### config.mk
export PLATFORM = sky130hd
export DESIGN_NAME = page_rights_check
export DESIGN_NICKNAME = d
export VERILOG_FILES = /design/src/rtl/page_rights_pkg.sv /design/src/rtl/pr_level_gate.sv /design/src/rtl/pr_type_mask.sv /design/src/rtl/pr_pid_match.sv /design/src/rtl/pr_fault_resolve.sv /design/src/rtl/page_rights_check.sv
export SDC_FILE = /design/constraint.sdc
export NUM_CORES = 1
export LEC_CHECK = 0
export ABC_AREA = 1
export BUFFER_PORTS_ARGS = -buffer_cell sky130_fd_sc_hd__buf_2
export CAP_MARGIN = 20
export CORE_ASPECT_RATIO = 0.5
export CORE_MARGIN = 2
export CORE_UTILIZATION = 48
export DETAILED_ROUTE_END_ITERATION = 8
export GPL_TIMING_DRIVEN = 0
export PLACE_DENSITY = 0.95
export SYNTH_ARGS = -nofsm -noshare
export SYNTH_HDL_FRONTEND = slang
export SYNTH_SLANG_ARGS = --single-unit
### constraint.sdc
create_clock -name vclk -period 2.6
set_input_delay 0.52 -clock vclk [all_inputs]
set_output_delay 0.52 -clock vclk [all_outputs]
set_load 0.01 [all_outputs]
### src/rtl/page_rights_pkg.sv
package page_rights_pkg;

  typedef enum logic [1:0] {
    ACC_PROBE = 2'd0,
    ACC_READ  = 2'd1,
    ACC_WRITE = 2'd2,
    ACC_EXEC  = 2'd3
  } acc_e;

  typedef enum logic [3:0] {
    FLT_NONE        = 4'd0,
    FLT_PROT_ID     = 4'd1,
    FLT_INSN_PROT   = 4'd2,
    FLT_DATA_RIGHTS = 4'd3,
    FLT_DIRTY       = 4'd4,
    FLT_BREAK       = 4'd5,
    FLT_PAGE_REF    = 4'd6
  } fault_e;

  localparam int PERM_R = 0;
  localparam int PERM_W = 1;
  localparam int PERM_X = 2;

endpackage

### src/rtl/pr_level_gate.sv
module pr_level_gate #(
  parameter int PL_W = 2
) (
  input  logic [PL_W-1:0] priv_lvl,
  input  logic [PL_W-1:0] rd_pl,
  input  logic [PL_W-1:0] wr_pl,
  output logic [2:0]      lvl_ok
);
  import page_rights_pkg::*;

  always_comb begin
    lvl_ok         = '0;
    lvl_ok[PERM_R] = (priv_lvl <= rd_pl);
    lvl_ok[PERM_W] = (priv_lvl <= wr_pl);
    lvl_ok[PERM_X] = (wr_pl <= priv_lvl) && (priv_lvl <= rd_pl);
  end
endmodule

### src/rtl/pr_type_mask.sv
module pr_type_mask (
  input  logic [2:0] type_code,
  input  logic [2:0] lvl_ok,
  output logic [2:0] base_perm
);
  import page_rights_pkg::*;

  logic [2:0] type_allow;

  always_comb begin
    type_allow = '0;
    if (type_code[2]) begin
      type_allow[PERM_X] = 1'b1;
    end else begin
      type_allow[PERM_R] = 1'b1;
      type_allow[PERM_W] = type_code[0];
      type_allow[PERM_X] = type_code[1];
    end
    base_perm = type_allow & lvl_ok;
  end
endmodule

### src/rtl/pr_pid_match.sv
module pr_pid_match #(
  parameter int ID_W    = 15,
  parameter int NUM_PID = 4
) (
  input  logic                          chk_en,
  input  logic [ID_W-1:0]               ent_id,
  input  logic [NUM_PID*(ID_W+1)-1:0]   pid_regs,
  output logic                          pid_hit
);
  localparam int PID_W = ID_W + 1;

  logic [PID_W-1:0]   key;
  logic [NUM_PID-1:0] slot_eq;

  assign key = {ent_id, 1'b1};

  for (genvar k = 0; k < NUM_PID; k++) begin : g_slot
    assign slot_eq[k] = (pid_regs[k*PID_W +: PID_W] == key);
  end

  assign pid_hit = chk_en && (ent_id != '0) && (|slot_eq);
endmodule

### src/rtl/pr_fault_resolve.sv
module pr_fault_resolve (
  input  logic [1:0] acc_kind,
  input  logic [2:0] base_perm,
  input  logic       pid_hit,
  input  logic       ent_dirty,
  input  logic       ent_brk,
  input  logic       ent_trap,
  output logic [2:0] perm,
  output logic [3:0] fault_code
);
  import page_rights_pkg::*;

  acc_e       kind;
  fault_e     code;
  logic [2:0] req;

  assign kind = acc_e'(acc_kind);

  always_comb begin
    req = '0;
    unique case (kind)
      ACC_READ:  req[PERM_R] = 1'b1;
      ACC_WRITE: req[PERM_W] = 1'b1;
      ACC_EXEC:  req[PERM_X] = 1'b1;
      default:   req = '0;
    endcase
  end

  always_comb begin
    perm = base_perm;
    code = FLT_NONE;
    if (pid_hit) begin
      perm[PERM_W] = 1'b0;
      if (kind == ACC_WRITE) code = FLT_PROT_ID;
    end
    if (code == FLT_NONE && kind != ACC_PROBE) begin
      if ((perm & req) == '0) begin
        code = (kind == ACC_EXEC) ? FLT_INSN_PROT : FLT_DATA_RIGHTS;
      end else begin
        // lowest priority first so later conditions overwrite the code
        if (!ent_dirty) begin
          if (kind == ACC_WRITE) code = FLT_DIRTY;
          perm[PERM_W] = 1'b0;
        end
        if (ent_brk) begin
          if (kind == ACC_WRITE) code = FLT_BREAK;
          perm[PERM_W] = 1'b0;
        end
        if (ent_trap) begin
          if (kind != ACC_EXEC) code = FLT_PAGE_REF;
          perm[PERM_R] = 1'b0;
          perm[PERM_W] = 1'b0;
        end
      end
    end
  end

  assign fault_code = code;
endmodule

### src/rtl/page_rights_check.sv
module page_rights_check #(
  parameter int PL_W    = 2,
  parameter int ID_W    = 15,
  parameter int NUM_PID = 4
) (
  input  logic [PL_W-1:0]                 priv_lvl,
  input  logic [1:0]                      acc_kind,
  input  logic                            pid_chk_en,
  input  logic [NUM_PID*(ID_W+1)-1:0]     pid_regs,
  input  logic [2:0]                      ent_type,
  input  logic [PL_W-1:0]                 ent_rd_pl,
  input  logic [PL_W-1:0]                 ent_wr_pl,
  input  logic [ID_W-1:0]                 ent_id,
  input  logic                            ent_dirty,
  input  logic                            ent_brk,
  input  logic                            ent_trap,
  output logic [2:0]                      perm,
  output logic                            fault_vld,
  output logic [3:0]                      fault_code
);
  logic [2:0] lvl_ok;
  logic [2:0] base_perm;
  logic       pid_hit;

  pr_level_gate #(.PL_W(PL_W)) u_lvl (
    .priv_lvl (priv_lvl),
    .rd_pl    (ent_rd_pl),
    .wr_pl    (ent_wr_pl),
    .lvl_ok   (lvl_ok)
  );

  pr_type_mask u_type (
    .type_code (ent_type),
    .lvl_ok    (lvl_ok),
    .base_perm (base_perm)
  );

  pr_pid_match #(.ID_W(ID_W), .NUM_PID(NUM_PID)) u_pid (
    .chk_en   (pid_chk_en),
    .ent_id   (ent_id),
    .pid_regs (pid_regs),
    .pid_hit  (pid_hit)
  );

  pr_fault_resolve u_res (
    .acc_kind   (acc_kind),
    .base_perm  (base_perm),
    .pid_hit    (pid_hit),
    .ent_dirty  (ent_dirty),
    .ent_brk    (ent_brk),
    .ent_trap   (ent_trap),
    .perm       (perm),
    .fault_code (fault_code)
  );

  assign fault_vld = (fault_code != 4'd0);
endmodule

==> run_summary.xml, run 1 <==
<?xml version="1.0" encoding="UTF-8"?>
<metrics>
  <group name="global_routing">
    <metric name="grt_pass1_vias" unit="">2489</metric>
    <metric name="grt_overflow_total" unit="">0</metric>
    <metric name="grt_antenna_before_repair" unit="">0</metric>
    <metric name="grt_start_max_net_pins" unit="">7</metric>
    <metric name="gr-usage-all-layers" unit="%">25.5</metric>
    <metric name="grt_pass1_wl" unit="µm">9800</metric>
  </group>
  <group name="route">
    <metric name="detail_route.iter0.violations" unit="">488</metric>
    <metric name="wire_per_inst" unit="µm">13.0</metric>
    <metric name="post_route_ant_nets" unit="">0</metric>
    <metric name="vias_per_instance" unit="">5.27</metric>
    <metric name="detail_route.wirelength" unit="µm">8320</metric>
    <metric name="via_count" unit="">3365</metric>
    <metric name="post-route-drc-count" unit="">0</metric>
    <metric name="drtPass1Iterations" unit="">7</metric>
  </group>
  <group name="worst_hold_path">
    <metric name="hold_path.startpoint" unit="">ent_trap</metric>
    <metric name="holdCritPathClass" unit="">in2out</metric>
  </group>
  <group name="placement">
    <metric name="port_buffers" unit="">101</metric>
    <metric name="gp_congestion" unit="">0.901</metric>
    <metric name="hpwlAfterDp" unit="µm">5160</metric>
    <metric name="placedCellCount" unit="">632</metric>
    <metric name="preCtsSetupSlack" unit="ps">-44.2</metric>
  </group>
  <group name="critical_path">
    <metric name="timing.critical_path.fanout_max" unit="">6</metric>
    <metric name="worst-path-stages" unit="">16</metric>
    <metric name="crit_end" unit="">fault_vld</metric>
    <metric name="timing.critical_path.to_type" unit="">output pin</metric>
    <metric name="setup.worst_path.class" unit="">in2out</metric>
    <metric name="path_cells" unit="">buf_4 -&gt; inv_4 -&gt; nand2_1 -&gt; nand2_1 -&gt; nor2_1 -&gt; nand2_1 -&gt; nor2_1 -&gt; nand2_1 -&gt; nand2_1 -&gt; o21ai_2 -&gt; nand3_2 -&gt; nand2_4 -&gt; nand2_2 -&gt; a21oi_2 -&gt; nand2_1 -&gt; buf_2</metric>
    <metric name="worst_setup_path_start_kind" unit="">primary input</metric>
    <metric name="worst-endpoint-arrival" unit="ps">2150</metric>
    <metric name="crit_start" unit="">ent_id[4]</metric>
    <metric name="cp_max_delay_cell" unit="">o21ai_2</metric>
    <metric name="critPathRequiredTime" unit="ps">2080</metric>
    <metric name="worst-path-buf-inv" unit="">3</metric>
    <metric name="crit_family" unit="">simple AND/OR/NAND/NOR gates</metric>
    <metric name="critPathMaxStageDelay" unit="ps">190</metric>
    <metric name="critPathMostFrequentCell" unit="">nand2_1</metric>
  </group>
  <group name="synthesis">
    <metric name="synthesis.yosys.warnings" unit="">0</metric>
    <metric name="yosysSeqAreaShare" unit="%">0</metric>
    <metric name="synth.avg_cell_area" unit="µm²">4.01</metric>
    <metric name="synthDistinctLibCells" unit="">24</metric>
    <metric name="syn_area" unit="mm²">0.00191</metric>
    <metric name="syn_nets" unit="">575</metric>
    <metric name="synth.area.top_cells" unit="">nand2_1 50%, inv_1 19%, nor2_1 17%</metric>
    <metric name="synth_top_area_share" unit="%">49.8</metric>
    <metric name="post-synth-top-area-cell" unit="">nand2_1</metric>
    <metric name="netlist_instances" unit="">477</metric>
  </group>
  <group name="cells_and_area">
    <metric name="multiInputGateArea" unit="mm²">0.00179</metric>
    <metric name="diodes" unit="">0</metric>
    <metric name="final_cell_mix" unit="">204 x nand2_1, 84 x buf_2, 77 x inv_1</metric>
    <metric name="nClkBuffers" unit="">0</metric>
    <metric name="fillers" unit="">295</metric>
    <metric name="num-nets-final" unit="">685</metric>
    <metric name="synthToLayoutAreaGrowth" unit="%">52.3</metric>
    <metric name="final-instance-count-excl-fill" unit="">639</metric>
    <metric name="flops_and_latches" unit="">0</metric>
    <metric name="drive_gt1_share" unit="%">35.6</metric>
    <metric name="layout.area.seq" unit="µm²">0</metric>
    <metric name="leading_cell_type_in_the_layout_fill_and_taps_excluded" unit="">nand2_1</metric>
  </group>
  <group name="floorplan">
    <metric name="io_pins" unit="">102</metric>
    <metric name="placement_rows" unit="">16</metric>
    <metric name="chipHeight" unit="µm">48.7</metric>
    <metric name="area_enclosed_by_the_die_boundary" unit="mm²">0.00454</metric>
    <metric name="start_util" unit="%">49.5</metric>
    <metric name="die_boundary_width" unit="µm">93.3</metric>
    <metric name="fp.coreArea" unit="mm²">0.00386</metric>
  </group>
  <group name="pwr">
    <metric name="vdd.ir_drop.worst" unit="mV">0.0844</metric>
    <metric name="p_leak" unit="nW">1.95</metric>
    <metric name="power-per-cell-area" unit="mW/mm²">175</metric>
    <metric name="fin_total_pwr" unit="µW">511</metric>
  </group>
  <group name="sta">
    <metric name="fin_hold_ws" unit="ps">1360</metric>
    <metric name="post-route-worst-setup-slack" unit="ps">-72.6</metric>
    <metric name="finalMaxSlewViolations" unit="">0</metric>
    <metric name="period_share" unit="%">103</metric>
    <metric name="fmax" unit="MHz">374</metric>
    <metric name="timing.final.hold_violations" unit="">0</metric>
    <metric name="setup_tns" unit="ps">-132</metric>
    <metric name="finalSetupViolations" unit="">2</metric>
    <metric name="final_period_minus_worst_setup_slack" unit="ps">2670</metric>
  </group>
  <group name="outcome">
    <metric name="violated_checks" unit="">negative setup slack</metric>
    <metric name="run_status" unit="">finished with violations</metric>
  </group>
  <group name="cts">
    <metric name="postCtsHoldBufs" unit="">0</metric>
  </group>
  <group name="job">
    <metric name="cap_violations" unit="">0</metric>
  </group>
</metrics>
-- worst min path at each step --
stage,depth (start not counted),to
finish,3,perm[0]
global placement,3,perm[0]
floorplan,1,perm[0]
global route,3,perm[0]
detailed placement,3,perm[0]
CTS,3,perm[0]
-- cell families after synthesis --
logic type | Yosys count | synth area share (%)
xor gates and xnor gates | 3 | 1.37
buffers and inverters | 98 | 19.4
other | 1 | 0.196
AOI/OAI and AO/OA | 14 | 4.44
adders and majority gates | 4 | 2.61
and+or+nand+nor | 357 | 72.0
-- timing repair --
item / 4_1_cts / 5_1_grt
resized for setup: 1 / 154
setup buffers: 0 / 7
pin swaps: 1 / 43
setup endpoints to repair: 2 / 4
hold endpoints to repair: 0 / 0
-- where the power goes --
| group | switching [mW] | leakage, nW | internal, mW |
|---|---|---|---|
| logic | 0.308 | 1.95 | 0.203 |
| clock network | 0 | 0 | 0 |
| registers | 0 | 0 | 0 |
-- cell type report --
type / count / area share (%)
multi-input combinational: 379 / 61.2
inverter: 97 / 14.3
tap: 54 / 2.32
timing repair buffer: 108 / 21.9
buffer: 1 / 0.258
-- routing by layer --
layer,up-vias,track usage [%],wire length [µm]
li1,1598,-,-
met1,1389,34.3,3030
met2,287,45.1,3610
met3,91,2.96,1140
met4,0,3.43,532
met5,-,0,0
-- metrics by stage --
step,utilization (%),cell area (µm²)
CTS,64.4,2490
global placement,64.4,2490
finish,75.5,2920
global route,75.5,2920
floorplan,-,1910
detailed placement,64.4,2490
-- Yosys cell counts --
cell and count:
nand2_1 254, inv_1 95, nor2_1 87, nand3_1 6, a21oi_1 5, ha_1 4, o21ai_0 4, inv_2 2
nand4_1 2, nor4_1 2, o21ai_2 2, xor2_1 2, a21boi_0 1, a21oi_2 1, a31oi_1 1, and2_1 1
buf_4 1, conb_1 1, nand2_2 1, nand3_2 1, nand3b_1 1, nor2_2 1, or2_2 1, xnor2_1 1
No activity file was read; power rests on OpenSTA's default activity.
==> run 2, diff against run 1 <==
- MAX_ROUTING_LAYER: default -> met4
==> run 2 against run 1 <==
The flow now finishes without violations; clock-buffer cell count unchanged; die area unchanged; first-iteration DRC count down 34%; core utilization down 4.1 points; combinational power down 9.6%; via count down 4.9%; global-route usage down 0.29 points; flip-flop and latch count unchanged; fmax up 3.9%.
==> run_summary.xml, run 2 (synthesized netlist as in run 1, its figures left out) <==
<?xml version="1.0" encoding="UTF-8"?>
<metrics>
  <group name="route">
    <metric name="post-route-drc-count" unit="">0</metric>
    <metric name="post_route_ant_nets" unit="">0</metric>
    <metric name="detail_route.wirelength" unit="µm">7150</metric>
    <metric name="wire_per_inst" unit="µm">11.3</metric>
    <metric name="detail_route.iter0.violations" unit="">323</metric>
    <metric name="vias_per_instance" unit="">5.04</metric>
    <metric name="drtPass1Iterations" unit="">6</metric>
    <metric name="via_count" unit="">3199</metric>
  </group>
  <group name="cells_and_area">
    <metric name="final-instance-count-excl-fill" unit="">635</metric>
    <metric name="leading_cell_type_in_the_layout_fill_and_taps_excluded" unit="">nand2_1</metric>
    <metric name="num-nets-final" unit="">681</metric>
    <metric name="synthToLayoutAreaGrowth" unit="%">44.0</metric>
    <metric name="diodes" unit="">0</metric>
    <metric name="flops_and_latches" unit="">0</metric>
    <metric name="nClkBuffers" unit="">0</metric>
    <metric name="end_of_flow_core_utilization" unit="%">71.3</metric>
    <metric name="drive_gt1_share" unit="%">31.3</metric>
    <metric name="finalInstanceArea" unit="mm²">0.00276</metric>
    <metric name="final_cell_mix" unit="">221 x nand2_1, 89 x buf_2, 81 x nor2_1</metric>
    <metric name="layout.area.seq" unit="µm²">0</metric>
  </group>
  <group name="critical_path">
    <metric name="critPathMostFrequentCell" unit="">nand2_1</metric>
    <metric name="critPathRequiredTime" unit="ps">2080</metric>
    <metric name="path_cells" unit="">clkbuf_4 -&gt; inv_4 -&gt; nand2_1 -&gt; nand2_1 -&gt; nor2_1 -&gt; nand2_1 -&gt; nor2_1 -&gt; nand2_1 -&gt; nand2_1 -&gt; o21ai_2 -&gt; nand3_2 -&gt; nand2_4 -&gt; nand2_2 -&gt; a21oi_2 -&gt; nand2_1 -&gt; buf_2</metric>
    <metric name="worst_setup_path_start_kind" unit="">primary input</metric>
    <metric name="crit_start" unit="">ent_id[3]</metric>
    <metric name="setup.worst_path.class" unit="">in2out</metric>
    <metric name="cp_max_delay_cell" unit="">clkbuf_4</metric>
    <metric name="critPathMaxStageDelay" unit="ps">160</metric>
    <metric name="timing.critical_path.to_type" unit="">output pin</metric>
    <metric name="timing.critical_path.fanout_max" unit="">6</metric>
    <metric name="worst-endpoint-arrival" unit="ps">2050</metric>
  </group>
  <group name="worst_hold_path">
    <metric name="holdCritPathClass" unit="">in2out</metric>
    <metric name="hold_depth" unit="">3</metric>
    <metric name="hold_path.startpoint" unit="">ent_trap</metric>
    <metric name="worst_hold_path.endpoint" unit="">perm[0]</metric>
  </group>
  <group name="floorplan">
    <metric name="io_pins" unit="">102</metric>
    <metric name="area_enclosed_by_the_die_boundary" unit="mm²">0.00454</metric>
    <metric name="start_util" unit="%">49.5</metric>
    <metric name="die_boundary_width" unit="µm">93.3</metric>
    <metric name="placement_rows" unit="">16</metric>
    <metric name="chipHeight" unit="µm">48.7</metric>
    <metric name="fp.coreArea" unit="mm²">0.00386</metric>
  </group>
  <group name="job">
    <metric name="cap_violations" unit="">0</metric>
  </group>
  <group name="placement">
    <metric name="hpwlAfterDp" unit="µm">5120</metric>
    <metric name="gp_congestion" unit="">0.917</metric>
    <metric name="placedCellCount" unit="">632</metric>
    <metric name="placed_cell_area" unit="mm²">0.00249</metric>
    <metric name="port_buffers" unit="">101</metric>
  </group>
  <group name="sta">
    <metric name="period_share" unit="%">99.0</metric>
    <metric name="fmax" unit="MHz">389</metric>
    <metric name="finalMaxSlewViolations" unit="">0</metric>
    <metric name="final_period_minus_worst_setup_slack" unit="ps">2570</metric>
    <metric name="timing.final.hold_violations" unit="">0</metric>
    <metric name="finalSetupViolations" unit="">0</metric>
  </group>
  <group name="pwr">
    <metric name="p_leak" unit="nW">1.91</metric>
    <metric name="power-per-cell-area" unit="mW/mm²">168</metric>
    <metric name="vdd.ir_drop.worst" unit="mV">0.0761</metric>
  </group>
  <group name="global_routing">
    <metric name="grt_overflow_total" unit="">0</metric>
    <metric name="grt_antenna_before_repair" unit="">0</metric>
    <metric name="grt_start_max_net_pins" unit="">7</metric>
    <metric name="gr-usage-all-layers" unit="%">25.2</metric>
    <metric name="grt_pass1_wl" unit="µm">9480</metric>
    <metric name="grt_pass1_vias" unit="">2470</metric>
  </group>
  <group name="cts">
    <metric name="postCtsHoldBufs" unit="">0</metric>
  </group>
  <group name="outcome">
    <metric name="run_status" unit="">finished clean</metric>
  </group>
</metrics>
-- run 2: what timing repair did --
item,4_1_cts,5_1_grt
pin swaps,0,23
gates resized for setup,1,104
buffers inserted,0,3
endpoints found under the setup margin,2,6
-- run 2: how the worst max path moves through the flow --
stage	to	depth (start not counted)
6_report	fault_vld	16
5_1_grt	fault_vld	16
4_1_cts	fault_vld	13
3_5_place_dp	fault_vld	13
3_3_place_gp	fault_vld	13
2_1_floorplan	fault_vld	11
-- run 2: critical path, delay by kind of cell --
family                 cells  cell delay (ps)
AOI/OAI and AO/OA          2              300
buffers and inverters      3              360
and+or+nand+nor           11              850
-- run 2: area by class of cell --
cell class,instances,area [µm²]
Buffer,1,7.51
Fill cell,344,1110
Inverter,97,404
Multi-Input combinational cell,379,1720
Tap cell,54,67.6
Timing Repair Buffer,104,562
-- run 2: stage by stage --
step | total power, mW | hold slack, ps | TNS, ps | worst slack [ps]
2_1_floorplan | 0.223 | 1160 | 0 | 233
6_report | 0.462 | 1370 | 0 | 27.3
3_5_place_dp | 0.373 | 1360 | -87.0 | -49.4
4_1_cts | 0.375 | 1360 | 0 | 15.5
5_1_grt | 0.511 | 1400 | -182 | -86.2
3_3_place_gp | 0.364 | 1360 | -21.4 | -19.4
-- run 2: routing by layer --
metal	global-route usage [%]	vias to the layer above	share of wire (%)
li1	-	1592	-
met2	44.5	211	47
met3	0.623	41	11
met4	2.21	0	3.5
met1	33.8	1355	39
met5	-	-	0
-- run 2: power by group --
part	leakage (nW)	internal, mW	switching [mW]
clock network	0	0	0
registers	0	0	0
logic	1.91	0.186	0.276
total	1.91	0.186	0.276
==> run 3, diff against run 2 <==
- ABC_AREA: 1 -> default
- CORE_UTILIZATION: 48 -> 41
==> run 3 against run 2 <==
The run now ends with negative setup slack left; cell count shrank 57%; flip-flop and latch count unchanged; die area decreased by 25%; critical endpoint unchanged; largest cell class unchanged; largest power group unchanged; highest routed layer unchanged.
==> run_summary.xml, run 3 <==
<?xml version="1.0" encoding="UTF-8"?>
<metrics>
  <group name="sta">
    <metric name="timing.final.hold_violations" unit="">0</metric>
    <metric name="fmax" unit="MHz">384</metric>
    <metric name="rsz0062_at_grt" unit="">true</metric>
    <metric name="maxSlewHeadroom" unit="%">65.4</metric>
    <metric name="period_share" unit="%">100</metric>
    <metric name="post-route-worst-setup-slack" unit="ps">-7.42</metric>
    <metric name="worstMarginPinSlew" unit="ps">514</metric>
    <metric name="finalSetupViolations" unit="">1</metric>
    <metric name="final_period_minus_worst_setup_slack" unit="ps">2610</metric>
    <metric name="finalMaxSlewViolations" unit="">0</metric>
  </group>
  <group name="route">
    <metric name="post-route-drc-count" unit="">0</metric>
    <metric name="post_route_ant_nets" unit="">0</metric>
    <metric name="detail_route.iter0.violations" unit="">55</metric>
    <metric name="detail_route.wirelength" unit="µm">4100</metric>
    <metric name="vias_per_instance" unit="">5.22</metric>
    <metric name="drtPass1Iterations" unit="">4</metric>
    <metric name="wire_per_inst" unit="µm">14.9</metric>
    <metric name="via_count" unit="">1440</metric>
  </group>
  <group name="synthesis">
    <metric name="syn_nets" unit="">249</metric>
    <metric name="synth.area.top_cells" unit="">xnor2_1 40%, buf_6 12%, nand4_1 8.3%</metric>
    <metric name="yosys.cell_count.top_type" unit="">xnor2_1</metric>
    <metric name="post-synth-top-area-cell" unit="">xnor2_1</metric>
    <metric name="netlist_top_cells_count" unit="">55 x xnor2_1, 16 x nand4_1, 13 x buf_6, 7 x nor4_1, 6 x inv_1</metric>
    <metric name="yosysSeqAreaShare" unit="%">0</metric>
    <metric name="syn_area" unit="mm²">0.00121</metric>
    <metric name="synthDistinctLibCells" unit="">31</metric>
    <metric name="synthesis.yosys.warnings" unit="">0</metric>
    <metric name="synth_top_area_share" unit="%">39.9</metric>
    <metric name="netlist_instances" unit="">151</metric>
    <metric name="synth.avg_cell_area" unit="µm²">8.00</metric>
  </group>
  <group name="job">
    <metric name="cap_violations" unit="">0</metric>
  </group>
  <group name="pwr">
    <metric name="power-per-cell-area" unit="mW/mm²">180</metric>
    <metric name="p_leak" unit="nW">0.787</metric>
    <metric name="vdd.ir_drop.worst" unit="mV">0.0866</metric>
  </group>
  <group name="critical_path">
    <metric name="cp_max_delay_cell" unit="">a2111o_1</metric>
    <metric name="worst_setup_path_start_kind" unit="">primary input</metric>
    <metric name="critPathRequiredTime" unit="ps">2080</metric>
    <metric name="setup.worst_path.class" unit="">in2out</metric>
    <metric name="timing.critical_path.fanout_max" unit="">3</metric>
    <metric name="critPathMaxStageDelay" unit="ps">440</metric>
    <metric name="worst-endpoint-arrival" unit="ps">2090</metric>
    <metric name="worst-path-buf-inv" unit="">2</metric>
    <metric name="crit_family" unit="">compound AO/OA/AOI/OAI gates</metric>
    <metric name="timing.critical_path.to_type" unit="">output pin</metric>
    <metric name="path_cells" unit="">buf_8 -&gt; ha_4 -&gt; nor2b_4 -&gt; a2bb2oi_2 -&gt; a2111o_1 -&gt; o22ai_2 -&gt; a21boi_2 -&gt; o21bai_1 -&gt; buf_2</metric>
  </group>
  <group name="floorplan">
    <metric name="die_boundary_width" unit="µm">80.7</metric>
    <metric name="io_pins" unit="">102</metric>
    <metric name="fp.coreArea" unit="mm²">0.00270</metric>
    <metric name="area_enclosed_by_the_die_boundary" unit="mm²">0.00342</metric>
    <metric name="chipHeight" unit="µm">42.4</metric>
    <metric name="placement_rows" unit="">13</metric>
    <metric name="start_util" unit="%">44.7</metric>
  </group>
  <group name="global_routing">
    <metric name="gr-usage-all-layers" unit="%">22.2</metric>
    <metric name="grt_pass1_wl" unit="µm">5960</metric>
    <metric name="grt_start_max_net_pins" unit="">8</metric>
    <metric name="grt_overflow_total" unit="">0</metric>
    <metric name="grt_pass1_vias" unit="">1452</metric>
    <metric name="grt_antenna_before_repair" unit="">0</metric>
  </group>
  <group name="outcome">
    <metric name="run_status" unit="">finished with violations</metric>
    <metric name="violated_checks" unit="">negative setup slack</metric>
  </group>
  <group name="worst_hold_path">
    <metric name="holdCritPathClass" unit="">in2out</metric>
  </group>
  <group name="placement">
    <metric name="gp_congestion" unit="">0.911</metric>
    <metric name="port_buffers" unit="">86</metric>
    <metric name="hpwlAfterDp" unit="µm">3350</metric>
    <metric name="preCtsSetupSlack" unit="ps">-129</metric>
  </group>
  <group name="cells_and_area">
    <metric name="final_cell_mix" unit="">84 x buf_2, 55 x xnor2_1, 16 x nand4_1</metric>
    <metric name="num-nets-final" unit="">339</metric>
    <metric name="layout.area.seq" unit="µm²">0</metric>
    <metric name="diodes" unit="">0</metric>
    <metric name="drive_gt1_share" unit="%">54.4</metric>
    <metric name="synthToLayoutAreaGrowth" unit="%">49.9</metric>
    <metric name="flops_and_latches" unit="">0</metric>
    <metric name="leading_cell_type_in_the_layout_fill_and_taps_excluded" unit="">buf_2</metric>
    <metric name="fillers" unit="">230</metric>
    <metric name="end_of_flow_core_utilization" unit="%">67.1</metric>
    <metric name="nClkBuffers" unit="">0</metric>
  </group>
</metrics>
==> run 3: cell types whose count changed in the layout (fill, tap and decap cells not counted), sizes merged, moves of 3 or more <==
cell	change
a31oi	+3
buf	+3
clkbuf	-4
inv	-90
nand2	-250
nand2b	+3
nand3	-7
nand4	+14
nor2	-84
nor2b	+3
nor4	+5
o21ai	-3
xnor2	+59
==> run 3: cell families (layout without fill, tap and decap cells) <==
family	count (synthesis)	in the layout	synth area share (%)
XOR/XNOR	60	60	46.6
AND/OR/NAND/NOR	43	43	20.4
buffers and inverters	23	111	16.2
AO/OA/AOI/OAI	20	20	12.3
adder cells (fa/ha/maj)	4	4	4.15
other	1	1	0.311
==> run 3: final timing paths <==
| path | slack (ps) | endpoint | cells past startpoint | start |
|---|---|---|---|---|
| hold / removal | 1380 | perm[0] | 3 | ent_trap |
| setup / recovery | -7 | fault_vld | 9 | priv_lvl[1] |
==> run 3: tightest hold or removal path, stage by stage <==
cell     delay, ps
buf_2          120
a31oi_1         80
buf_2          130
==> run 3: area by class of cell <==
type	count	area, µm²	share of cell area, %
multi-input combinational	128	1100	61.0
timing repair buffer	88	462	25.5
buffer	16	169	9.33
tap	37	46.3	2.56
inverter	7	28.8	1.59
==> run 3: through the flow <==
stage | hold slack [ps] | instance area [µm²] | std cells | setup TNS, ps | power, mW
2_1_floorplan | 1140 | 1210 | 151 | 0 | 0.188
3_3_place_gp | 1360 | 1680 | 274 | -50.1 | 0.283
3_5_place_dp | 1370 | 1680 | 274 | -152 | 0.294
4_1_cts | 1370 | 1740 | 276 | -15.9 | 0.311
5_1_grt | 1410 | 1810 | 276 | -185 | 0.351
6_report | 1380 | 1810 | 276 | -7.42 | 0.326
==> run 3: timing repair <==
action,4_1_cts,5_1_grt
gates resized for setup,10,13
hold buffers,0,0
buffers inserted,2,1
pin swaps,5,7
setup endpoints to repair,2,5
==> run 3: report_power, final <==
group	internal (mW)	leakage [nW]	total [mW]	switching [mW]
Clock	0	0	0	0
Sequential	0	0	0	0
Combinational	0.183	0.787	0.326	0.143
Total	0.183	0.787	0.326	0.143
==> run 3: per-layer routing <==
metal  wire length, µm  track usage (%)  vias up
met5                 0                -        -
met1              1410             21.3      668
li1                  -                -      691
met2              2300             46.7       61
met3               255             1.94       20
met4               139             6.78        0
